`config.mk`:
```
export PLATFORM = sky130hd
export DESIGN_NAME = spike_sched_top
export DESIGN_NICKNAME = d
export VERILOG_FILES = /design/src/rtl/spike_sched_pkg.sv /design/src/rtl/group_max_sel.sv /design/src/rtl/group_rr_pick.sv /design/src/rtl/spike_sched_top.sv
export SDC_FILE = /design/constraint.sdc
export NUM_CORES = 1
export LEC_CHECK = 0
export BUFFER_PORTS_ARGS = -buffer_cell sky130_fd_sc_hd__buf_2
export CAP_MARGIN = 5
export CORE_AREA = 2 2 652 654
export CTS_CLUSTER_DIAMETER = 200
export DETAILED_ROUTE_END_ITERATION = 12
export DIE_AREA = 0 0 654 656
export GPL_TIMING_DRIVEN = 0
export PLACE_DENSITY_LB_ADDON = 0.08
export SYNTH_ARGS = -nofsm -noshare
export SYNTH_HDL_FRONTEND = slang
export SYNTH_SLANG_ARGS = --single-unit
```
`constraint.sdc`:
```
create_clock -name clk -period 10.9 [get_ports clk]
set_clock_uncertainty 0.05 [all_clocks]
set_input_delay 1.09 -clock clk [delete_from_list [all_inputs] [get_ports clk]]
set_output_delay 1.09 -clock clk [all_outputs]
set_load 0.02 [all_outputs]
```
`src/rtl/spike_sched_pkg.sv`:
```
package spike_sched_pkg;
  // Index width that stays at least one bit wide for a count of one.
  function automatic int idx_width(input int count);
    return (count > 1) ? $clog2(count) : 1;
  endfunction
endpackage

```
`src/rtl/group_max_sel.sv`:
```
module group_max_sel
  import spike_sched_pkg::*;
#(
  parameter int GROUP_PORTS = 8,
  parameter int WEIGHT_W    = 3,
  localparam int IDX_W      = idx_width(GROUP_PORTS)
) (
  input  logic [GROUP_PORTS-1:0]          present,
  input  logic [GROUP_PORTS*WEIGHT_W-1:0] weight,
  output logic                            win_valid,
  output logic [IDX_W-1:0]                win_idx
);

  logic [WEIGHT_W-1:0] best_w;

  // Strict greater-than keeps the lowest index on ties; absent ports skipped.
  always_comb begin
    win_valid = 1'b0;
    win_idx   = '0;
    best_w    = '0;
    for (int p = 0; p < GROUP_PORTS; p++) begin
      if (present[p] && (!win_valid || weight[p*WEIGHT_W +: WEIGHT_W] > best_w)) begin
        win_valid = 1'b1;
        win_idx   = IDX_W'(p);
        best_w    = weight[p*WEIGHT_W +: WEIGHT_W];
      end
    end
  end

endmodule

```
`src/rtl/group_rr_pick.sv`:
```
module group_rr_pick
  import spike_sched_pkg::*;
#(
  parameter int NUM_GROUPS = 3,
  localparam int GRP_W     = idx_width(NUM_GROUPS)
) (
  input  logic                  clk,
  input  logic                  rst_n,
  input  logic [NUM_GROUPS-1:0] req,
  input  logic                  take,
  output logic                  pick_valid,
  output logic [GRP_W-1:0]      pick_grp
);

  logic [GRP_W-1:0] ptr_q, ptr_d;

  always_comb begin
    pick_valid = 1'b0;
    pick_grp   = '0;
    for (int k = 0; k < NUM_GROUPS; k++) begin
      int g;
      g = int'(ptr_q) + k;
      if (g >= NUM_GROUPS) g = g - NUM_GROUPS;
      if (!pick_valid && req[g]) begin
        pick_valid = 1'b1;
        pick_grp   = GRP_W'(g);
      end
    end
  end

  always_comb begin
    ptr_d = ptr_q;
    if (take && pick_valid) begin
      if (int'(pick_grp) == NUM_GROUPS - 1) ptr_d = '0;
      else                                  ptr_d = pick_grp + GRP_W'(1);
    end
  end

  always_ff @(posedge clk or negedge rst_n) begin
    if (!rst_n) ptr_q <= '0;
    else        ptr_q <= ptr_d;
  end

  // only a requesting group can be picked.
  assert_pick_requests_R5: assert property (@(posedge clk) disable iff (!rst_n)
    pick_valid |-> req[pick_grp]);

  // pointer holds when nothing is taken.
  assert_ptr_hold_R6: assert property (@(posedge clk) disable iff (!rst_n)
    !take |=> $stable(ptr_q));

endmodule

```
`src/rtl/spike_sched_top.sv`:
```
module spike_sched_top
  import spike_sched_pkg::*;
#(
  parameter int NUM_GROUPS  = 3,
  parameter int GROUP_PORTS = 8,
  parameter int WEIGHT_W    = 3,
  parameter int PKT_W       = 62,
  localparam int NPORTS     = NUM_GROUPS * GROUP_PORTS,
  localparam int IDX_W      = idx_width(GROUP_PORTS),
  localparam int GRP_W      = idx_width(NUM_GROUPS),
  localparam int PORT_W     = idx_width(NPORTS)
) (
  input  logic                       clk,
  input  logic                       rst_n,
  input  logic [NPORTS-1:0]          port_present,
  input  logic [NPORTS*WEIGHT_W-1:0] port_weight,
  input  logic [NPORTS*PKT_W-1:0]    port_data,
  input  logic                       out_full,
  output logic [NPORTS-1:0]          port_rd_en,
  output logic [PKT_W-1:0]           out_data,
  output logic                       out_wr_en
);

  // Reset: asserted asynchronously, released through two flops.
  logic [1:0] rst_pipe;
  logic       rst_n_i;

  always_ff @(posedge clk or negedge rst_n) begin
    if (!rst_n) rst_pipe <= 2'b00;
    else        rst_pipe <= {rst_pipe[0], 1'b1};
  end
  assign rst_n_i = rst_pipe[1];

  // Per-group weight comparators.
  logic [NUM_GROUPS-1:0] grp_valid;
  logic [IDX_W-1:0]      grp_idx [NUM_GROUPS];

  for (genvar g = 0; g < NUM_GROUPS; g++) begin : g_grp
    group_max_sel #(
      .GROUP_PORTS(GROUP_PORTS),
      .WEIGHT_W   (WEIGHT_W)
    ) u_sel (
      .present  (port_present[g*GROUP_PORTS +: GROUP_PORTS]),
      .weight   (port_weight[g*GROUP_PORTS*WEIGHT_W +: GROUP_PORTS*WEIGHT_W]),
      .win_valid(grp_valid[g]),
      .win_idx  (grp_idx[g])
    );
  end

  // Round-robin across group winners.
  logic             pick_valid;
  logic [GRP_W-1:0] pick_grp;
  logic             grant;

  assign grant = pick_valid & ~out_full & rst_n_i;

  group_rr_pick #(.NUM_GROUPS(NUM_GROUPS)) u_rr (
    .clk       (clk),
    .rst_n     (rst_n_i),
    .req       (grp_valid),
    .take      (grant),
    .pick_valid(pick_valid),
    .pick_grp  (pick_grp)
  );

  // Selected flat port and read enable.
  logic [PORT_W-1:0] sel_port;
  logic [PKT_W-1:0]  sel_data;

  always_comb begin
    sel_port   = PORT_W'(pick_grp) * PORT_W'(GROUP_PORTS) + PORT_W'(grp_idx[pick_grp]);
    sel_data   = port_data[sel_port*PKT_W +: PKT_W];
    port_rd_en = grant ? (NPORTS'(1) << sel_port) : '0;
  end

  // Output register with explicit load enable.
  logic [PKT_W-1:0] out_data_d;
  logic             out_wr_en_d;

  always_comb begin
    out_wr_en_d = grant;
    out_data_d  = grant ? sel_data : out_data;
  end

  always_ff @(posedge clk or negedge rst_n_i) begin
    if (!rst_n_i) begin
      out_data  <= '0;
      out_wr_en <= 1'b0;
    end else begin
      out_data  <= out_data_d;
      out_wr_en <= out_wr_en_d;
    end
  end

  // one read enable at most.
  assert_single_rd_R7: assert property (@(posedge clk) disable iff (!rst_n_i)
    $onehot0(port_rd_en));

  // never read an empty FIFO.
  assert_rd_present_R4: assert property (@(posedge clk) disable iff (!rst_n_i)
    (port_rd_en & ~port_present) == '0);

  // nothing granted while full.
  assert_full_block_R6: assert property (@(posedge clk) disable iff (!rst_n_i)
    out_full |-> (port_rd_en == '0));

  // a read enable is followed by a write.
  assert_forward_R8: assert property (@(posedge clk) disable iff (!rst_n_i)
    (|port_rd_en) |=> out_wr_en);

  // no grant, no write, data held.
  assert_idle_R9: assert property (@(posedge clk) disable iff (!rst_n_i)
    (port_rd_en == '0) |=> (!out_wr_en && $stable(out_data)));

endmodule

```
==> results.ini, run 1 <==
[worst_setup_path]
cp-end-kind = output pin
path_common_cell = o21ai_4
cp_slowest_stage_delay_ps = 360
cpMaxStageDelayCell = mux2_4
crit_path_start = port_present[0]
cp-endpoint = port_rd_en[1]
critPathKind = input pin to output pin
worst-r2r-cell-count = 22
cp_max_fo = 6
r2r_start = u_rr.ptr_q[0]$_DFFE_PN0P_
r2r_setup_slack_ps = 5340
cp.arrival_ps = 10480
crit_required_ps = 9760
r2r_end = out_data[51]$_DFFE_PN0P_
startpoint_type = input pin

[die]
die_x_um = 654
initial_utilization_pct = 4.033
num_rows = 239
ioPinCount = 1674
fp.coreArea_mm2 = 0.4222
die-area_mm2 = 0.4290
die_y_um = 656

[layout]
drive_above_1_share_pct = 70.88
fin_cells = 9986
fin_nets = 5902
area_delta_synth_final_pct = 165.9
final_cell_mix = buf_2, mux2i_1, buf_4
final_common_cell = buf_2
fin_util_pct = 10.72

[timing]
setup-violations-final = 86
drv_slew = 0
slew_headroom_pct = 17.04
tns_ps = -36660
post-route-period-util_pct = 106.6
hold_viol = 0
period_minus_slack_ps = 11620
timing.final.ws_setup_ps = -722.0
max_freq_ghz = 0.08604
grt_setup_unrepaired = yes
holdWs_ps = 161.5
worst_pin_slew_ps = 1240

[placed_design]
dpl.hpwl_um = 334600
placed_cells_incl_taps = 9545
port_buffers = 1670
dp_slack_ps = -5724
place.gp.congestion = 0.8252

[power_and_ir_drop]
leakage_nw = 18.31
power_density_mw_per_mm2 = 485.7
peakVddDrop_v = 0.0002511

[cts]
insertion_delay_ps = 580
cts_tree = built
htreeDepth = 3
clockBufferDepth = 3
numClockSinks = 67
numCtsBuffers = 13
clockRootBuffer = clkbuf_16
clk_pin_slew_ps = 120

[routing]
viasPerCell = 2.883
drt-total-wl_um = 378700
ant_nets = 0
route.vias.total = 28790
drt-wirelength-per-cell_um = 37.92
first_pass_iters = 5
drc = 0
drt_iter0_drc = 1321

[global_routing]
grt_pass1_wl_um = 447300
gr-total-overflow = 0
antenna_found_initial = 283
grt_pass1_vias = 30410
track_usage_pct = 17.08
grt_max_degree = 34

[synthesis]
syn_inst = 2139
synth_area_mm2 = 0.01703
post_synth.cell_area_avg_um2 = 7.961
yosysUniqueCellTypes = 62
ys_top_cells_by_area = mux2i_1, dfrtp_1, o22ai_1, mux4_2, a21oi_1
synth-edff-count = 0
ys_seq_elements = 67
syn_nets = 3791
yosysSeqAreaShare_pct = 9.846
synth.largest_area_cell = mux2i_1
yosysWarnings = 0
async_flop_share_pct = 100.0
synth_ff_type = dfrtp_1
synth_top_area_share_pct = 35.33

[outcome]
violations = negative setup slack
status = finished with violations

[min_path]
hold_class = flop to asynchronous set/reset pin

[run]
max_cap_violations = 0

==> stage by stage <==
stage | total power, mW | cell area (µm²)
2_1_floorplan | 6.652 | 17380
3_3_place_gp | 15.77 | 32820
3_5_place_dp | 16.42 | 34310
4_1_cts | 22.56 | 43860
5_1_grt | 23.18 | 45130
6_report | 21.99 | 45270
==> critical path: cells and delay by family <==
kind	cells	cell delay, ps
fa+ha+maj	7	1740
mux	6	1810
buf+inv	13	1660
compound gates	15	2760
simple gates	9	1310
==> cells in the mapped netlist (3+ instances only) <==
library cell  count
buf_2            43
nor2_1           95
o21a_1            9
nand3_1          25
a211o_1           3
buf_4            15
and3_1            9
nor2b_1           4
o21ai_1           8
inv_1            54
nand4_1           3
ha_1             65
o22ai_1         266
dfrtp_1          67
buf_6            25
o211ai_1          4
nor3_1           11
a21oi_1         174
mux2i_1         601
buf_8            11
nand3b_1         11
mux4_2           39
and2_1            8
buf_1             7
a311oi_1          3
clkbuf_1         83
a211oi_1         48
buf_12            3
o21ai_0          77
nor4_1           91
a21o_1            6
nand2_1         207
mux2_2           21
a32oi_1           5
==> power breakdown <==
group	switching (mW)	internal [mW]	total [mW]
sequential	0.0648	0.374	0.439
combinational	12.7	8.38	21.1
clock	0.235	0.246	0.481
total	13.0	9.00	22.0
==> flip-flops by register name (all words and copies together) (netlist names) <==
| name | cells |
|---|---|
| out_data | 62 |
| rst_pipe | 2 |
| out_wr_en | 1 |
| u_rr.ptr_q | 2 |
==> how the worst min path moves through the flow <==
stage	to	cells past startpoint	from
4_1_cts	rst_pipe[1]$_DFF_PN0_	1	rst_n
3_5_place_dp	out_data[41]$_DFFE_PN0P_	0	rst_pipe[1]$_DFF_PN0_
2_1_floorplan	rst_pipe[1]$_DFF_PN0_	0	rst_pipe[0]$_DFF_PN0_
5_1_grt	out_data[41]$_DFFE_PN0P_	0	rst_pipe[1]$_DFF_PN0_
3_3_place_gp	rst_pipe[1]$_DFF_PN0_	0	rst_pipe[0]$_DFF_PN0_
6_report	out_data[41]$_DFFE_PN0P_	0	rst_pipe[1]$_DFF_PN0_
==> layout make-up <==
class	count	area, µm²
Clock inverter	2	37.54
Sequential cell	67	1680
Tap cell	5663	7086
Fill cell	49290	377000
Buffer	182	2410
Antenna cell	72	180.2
Inverter	55	211.5
Multi-Input combinational cell	1830	20030
Clock buffer	14	339.1
Timing Repair Buffer	2101	13300
==> routing by layer <==
layer,vias up,global-route usage [%],part of all wire [%]
li1,12650,-,-
met1,14200,20.61,41
met2,1317,31.88,52
met3,467,3.423,5.3
met4,158,1.480,1.4
met5,-,0,0.27
==> kinds of logic (layout without fill, tap and decap cells) <==
| kind of cell | after synthesis | after routing | synth area share (%) |
|---|---|---|---|
| muxes | 661 | 661 | 41.87 |
| AOI/OAI and AO/OA | 620 | 620 | 21.85 |
| and+or+nand+nor | 483 | 483 | 13.53 |
| buffers and inverters | 242 | 2354 | 8.097 |
| DFF | 67 | 67 | 9.846 |
| adders and majority gates | 65 | 65 | 4.776 |
| other | 1 | 73 | 0.02202 |
==> what timing repair did <==
| action | 4_1_cts | 5_1_grt |
|---|---|---|
| hold buffers | 0 | 0 |
| endpoints found under the setup margin | 86 | 86 |
| buffers inserted | 324 | 45 |
| gates cloned | 1 | 1 |
| pin swaps | 196 | 136 |
| resized for setup | 1244 | 186 |
No activity file was read; power rests on OpenSTA's default activity.
==> run 2, diff against run 1 <==
Settings changed: ABC_AREA from default to 1, CORE_AREA 2 2 652 654 to 2 2 661 663, DIE_AREA 0 0 654 656 to 0 0 663 665.
==> run 2 against run 1 <==
Effect of this change:
- the flow finishes with violations (max-capacitance violations, max-slew violations, negative setup slack)
- global-route usage grew 1.1 points
- cell count grew 29%
- synthesized area grew 44%
- flip-flop and latch count is the same
- first-iteration DRC count grew 110%
- via count grew 50%
- maximum frequency grew 5.5%
- count of clock-buffer cells in the layout shrank 4
- sequential share of layout area grew 0.064 points
- setup slack gained 600 ps
- critical endpoint is now port_rd_en[14]
==> results.ini, run 2 <==
[worst_setup_path]
r2r_start = u_rr.ptr_q[0]$_DFFE_PN0P_
cp-endpoint = port_rd_en[14]
path_common_cell = o21ai_2
cp_slowest_stage_delay_ps = 400
cp_max_fo = 7
worst-r2r-cell-count = 16
cp-end-kind = output pin
r2r_setup_slack_ps = 5970
cp.arrival_ps = 9880
crit_required_ps = 9760
critPathKind = input pin to output pin
cpMaxStageDelayCell = a21oi_4
r2r_end = out_data[23]$_DFFE_PN0P_
startpoint_type = input pin
crit_path_start = port_present[8]

[layout]
final_common_cell = nand2_1
final_cell_mix = nand2_1, buf_2, nand3_1
reg.largest.list = out_data (62), rst_pipe (2), u_rr.ptr_q (2)
area_delta_synth_final_pct = 81.01
regMostFlops = out_data
fin_nets = 8678
nFillCells = 52120
final_area_mm2 = 0.04451
drive_above_1_share_pct = 35.41
largest_register_ffs = 62

[routing]
viasPerCell = 3.346
drc = 0
drt_iter0_drc = 2828
drt-total-wl_um = 418800
route.vias.total = 43230
first_pass_iters = 6
ant_nets = 0
drt-wirelength-per-cell_um = 32.43

[die]
die-area_mm2 = 0.4409
num_rows = 242
fp.coreArea_mm2 = 0.4333
die_y_um = 665
ioPinCount = 1674
initial_utilization_pct = 5.675
die_x_um = 663

[cts]
ctsHoldBuffers = 0
insertion_delay_ps = 420
clockBufferDepth = 2
cts_tree = built
numClockSinks = 67
clockRootBuffer = clkbuf_16
numCtsBuffers = 9
clk_pin_slew_ps = 80
htreeDepth = 3

[placed_design]
dp_slack_ps = -5391
dpl.hpwl_um = 376800
port_buffers = 1673
postPlaceCellArea_mm2 = 0.04030
place.gp.congestion = 0.8686

[timing]
setup-violations-final = 24
post-route-period-util_pct = 101.1
slew_headroom_pct = -3.255
max_freq_ghz = 0.09076
drv_slew = 10
grt_setup_unrepaired = yes
period_minus_slack_ps = 11020
timing.final.ws_setup_ps = -117.5
hold_viol = 0
holdWs_ps = 231.0
worst_pin_slew_ps = 1549

[synthesis]
synth_area_mm2 = 0.02459
yosysSeqAreaShare_pct = 6.818
yosysMostFrequentCell = nand2_1
synth-edff-count = 0
synth_ff_type = dfrtp_1
yosysWarnings = 0
synth_top_area_share_pct = 42.28
ys_top_cells_by_area = nand2_1, nand3_1, dfrtp_1, buf_2, nand3b_1
syn_nets = 6914
syn_inst = 5262
post_synth.cell_area_avg_um2 = 4.673
ys_seq_elements = 67
synth_top_cells_by_count = nand2_1, nand3_1, inv_1
synth.largest_area_cell = nand2_1
async_flop_share_pct = 100.0
yosysUniqueCellTypes = 33

[global_routing]
grt_pass1_wl_um = 510500
grt_pass1_vias = 43930
grt_max_degree = 43
gr-total-overflow = 0
antenna_found_initial = 384
track_usage_pct = 18.18

[min_path]
hold_class = flop to asynchronous set/reset pin

[run]
max_cap_violations = 1

[outcome]
status = finished with violations
violations = max-capacitance violations, max-slew violations, negative setup slack

## run 2: critical path: cells and delay by family
family / cells / cell delay [ps]
buf+inv: 10 / 1360
compound gates: 23 / 3120
fa+ha+maj: 7 / 1720
simple gates: 20 / 2350
## run 2: metal layers
metal,global-route usage [%],wire [µm],up-vias
li1,-,-,20260
met1,20.72,166200,20420
met2,34.47,219100,1780
met3,4.232,24500,622
met4,2.999,8200,144
met5,0,877,-
## run 2: area by class of cell
| cell class | instances | area, µm² | area share, % |
|---|---|---|---|
| Antenna cell | 152 | 380.4 | 0.8546 |
| Buffer | 401 | 2724 | 6.120 |
| Clock buffer | 10 | 229.0 | 0.5144 |
| Clock inverter | 6 | 71.32 | 0.1602 |
| Inverter | 369 | 1413 | 3.174 |
| Multi-Input combinational cell | 4419 | 21490 | 48.28 |
| Sequential cell | 67 | 1680 | 3.775 |
| Tap cell | 5734 | 7174 | 16.12 |
| Timing Repair Buffer | 1759 | 9350 | 21.01 |
## run 2: repair_timing
| action | CTS | global route |
|---|---|---|
| pin swaps | 55 | 94 |
| endpoints found under the setup margin | 86 | 86 |
| buffers inserted | 55 | 24 |
| cloned | 0 | 0 |
| resized for setup | 439 | 363 |
## run 2: through the flow
step	std cells	setup TNS, ps	util [%]
finish	12920	-2374	10.27
global route	12830	-24710	10.22
CTS	12740	-11450	9.808
detailed placement	12680	-430040	9.300
global placement	12670	-627910	9.263
floorplan	5262	0	-
## run 2: worst min path at each step
stage                                      from                        to  depth (start not counted)
after floorplan           rst_pipe[0]$_DFF_PN0_     rst_pipe[1]$_DFF_PN0_                          0
after global placement    rst_pipe[0]$_DFF_PN0_     rst_pipe[1]$_DFF_PN0_                          0
after detailed placement  rst_pipe[1]$_DFF_PN0_  out_data[37]$_DFFE_PN0P_                          0
after CTS                 rst_pipe[1]$_DFF_PN0_  out_data[51]$_DFFE_PN0P_                          0
after global routing      rst_pipe[1]$_DFF_PN0_  out_data[51]$_DFFE_PN0P_                          0
final                     rst_pipe[1]$_DFF_PN0_  out_data[51]$_DFFE_PN0P_                          0
## run 2: cell families (layout without fill, tap and decap cells)
kind of cell	after synthesis	after routing	share of synthesized area (%)
AO/OA/AOI/OAI	119	119	2.549
adder cells (fa/ha/maj)	65	65	3.307
buffers and inverters	776	2545	14.02
flip-flops	67	67	6.818
other	1	153	0.01525
AND/OR/NAND/NOR	4234	4234	73.29
Power of run 2 is not shown: default switching activity piles up to over one toggle a cycle in this logic, so the estimate is an artifact.
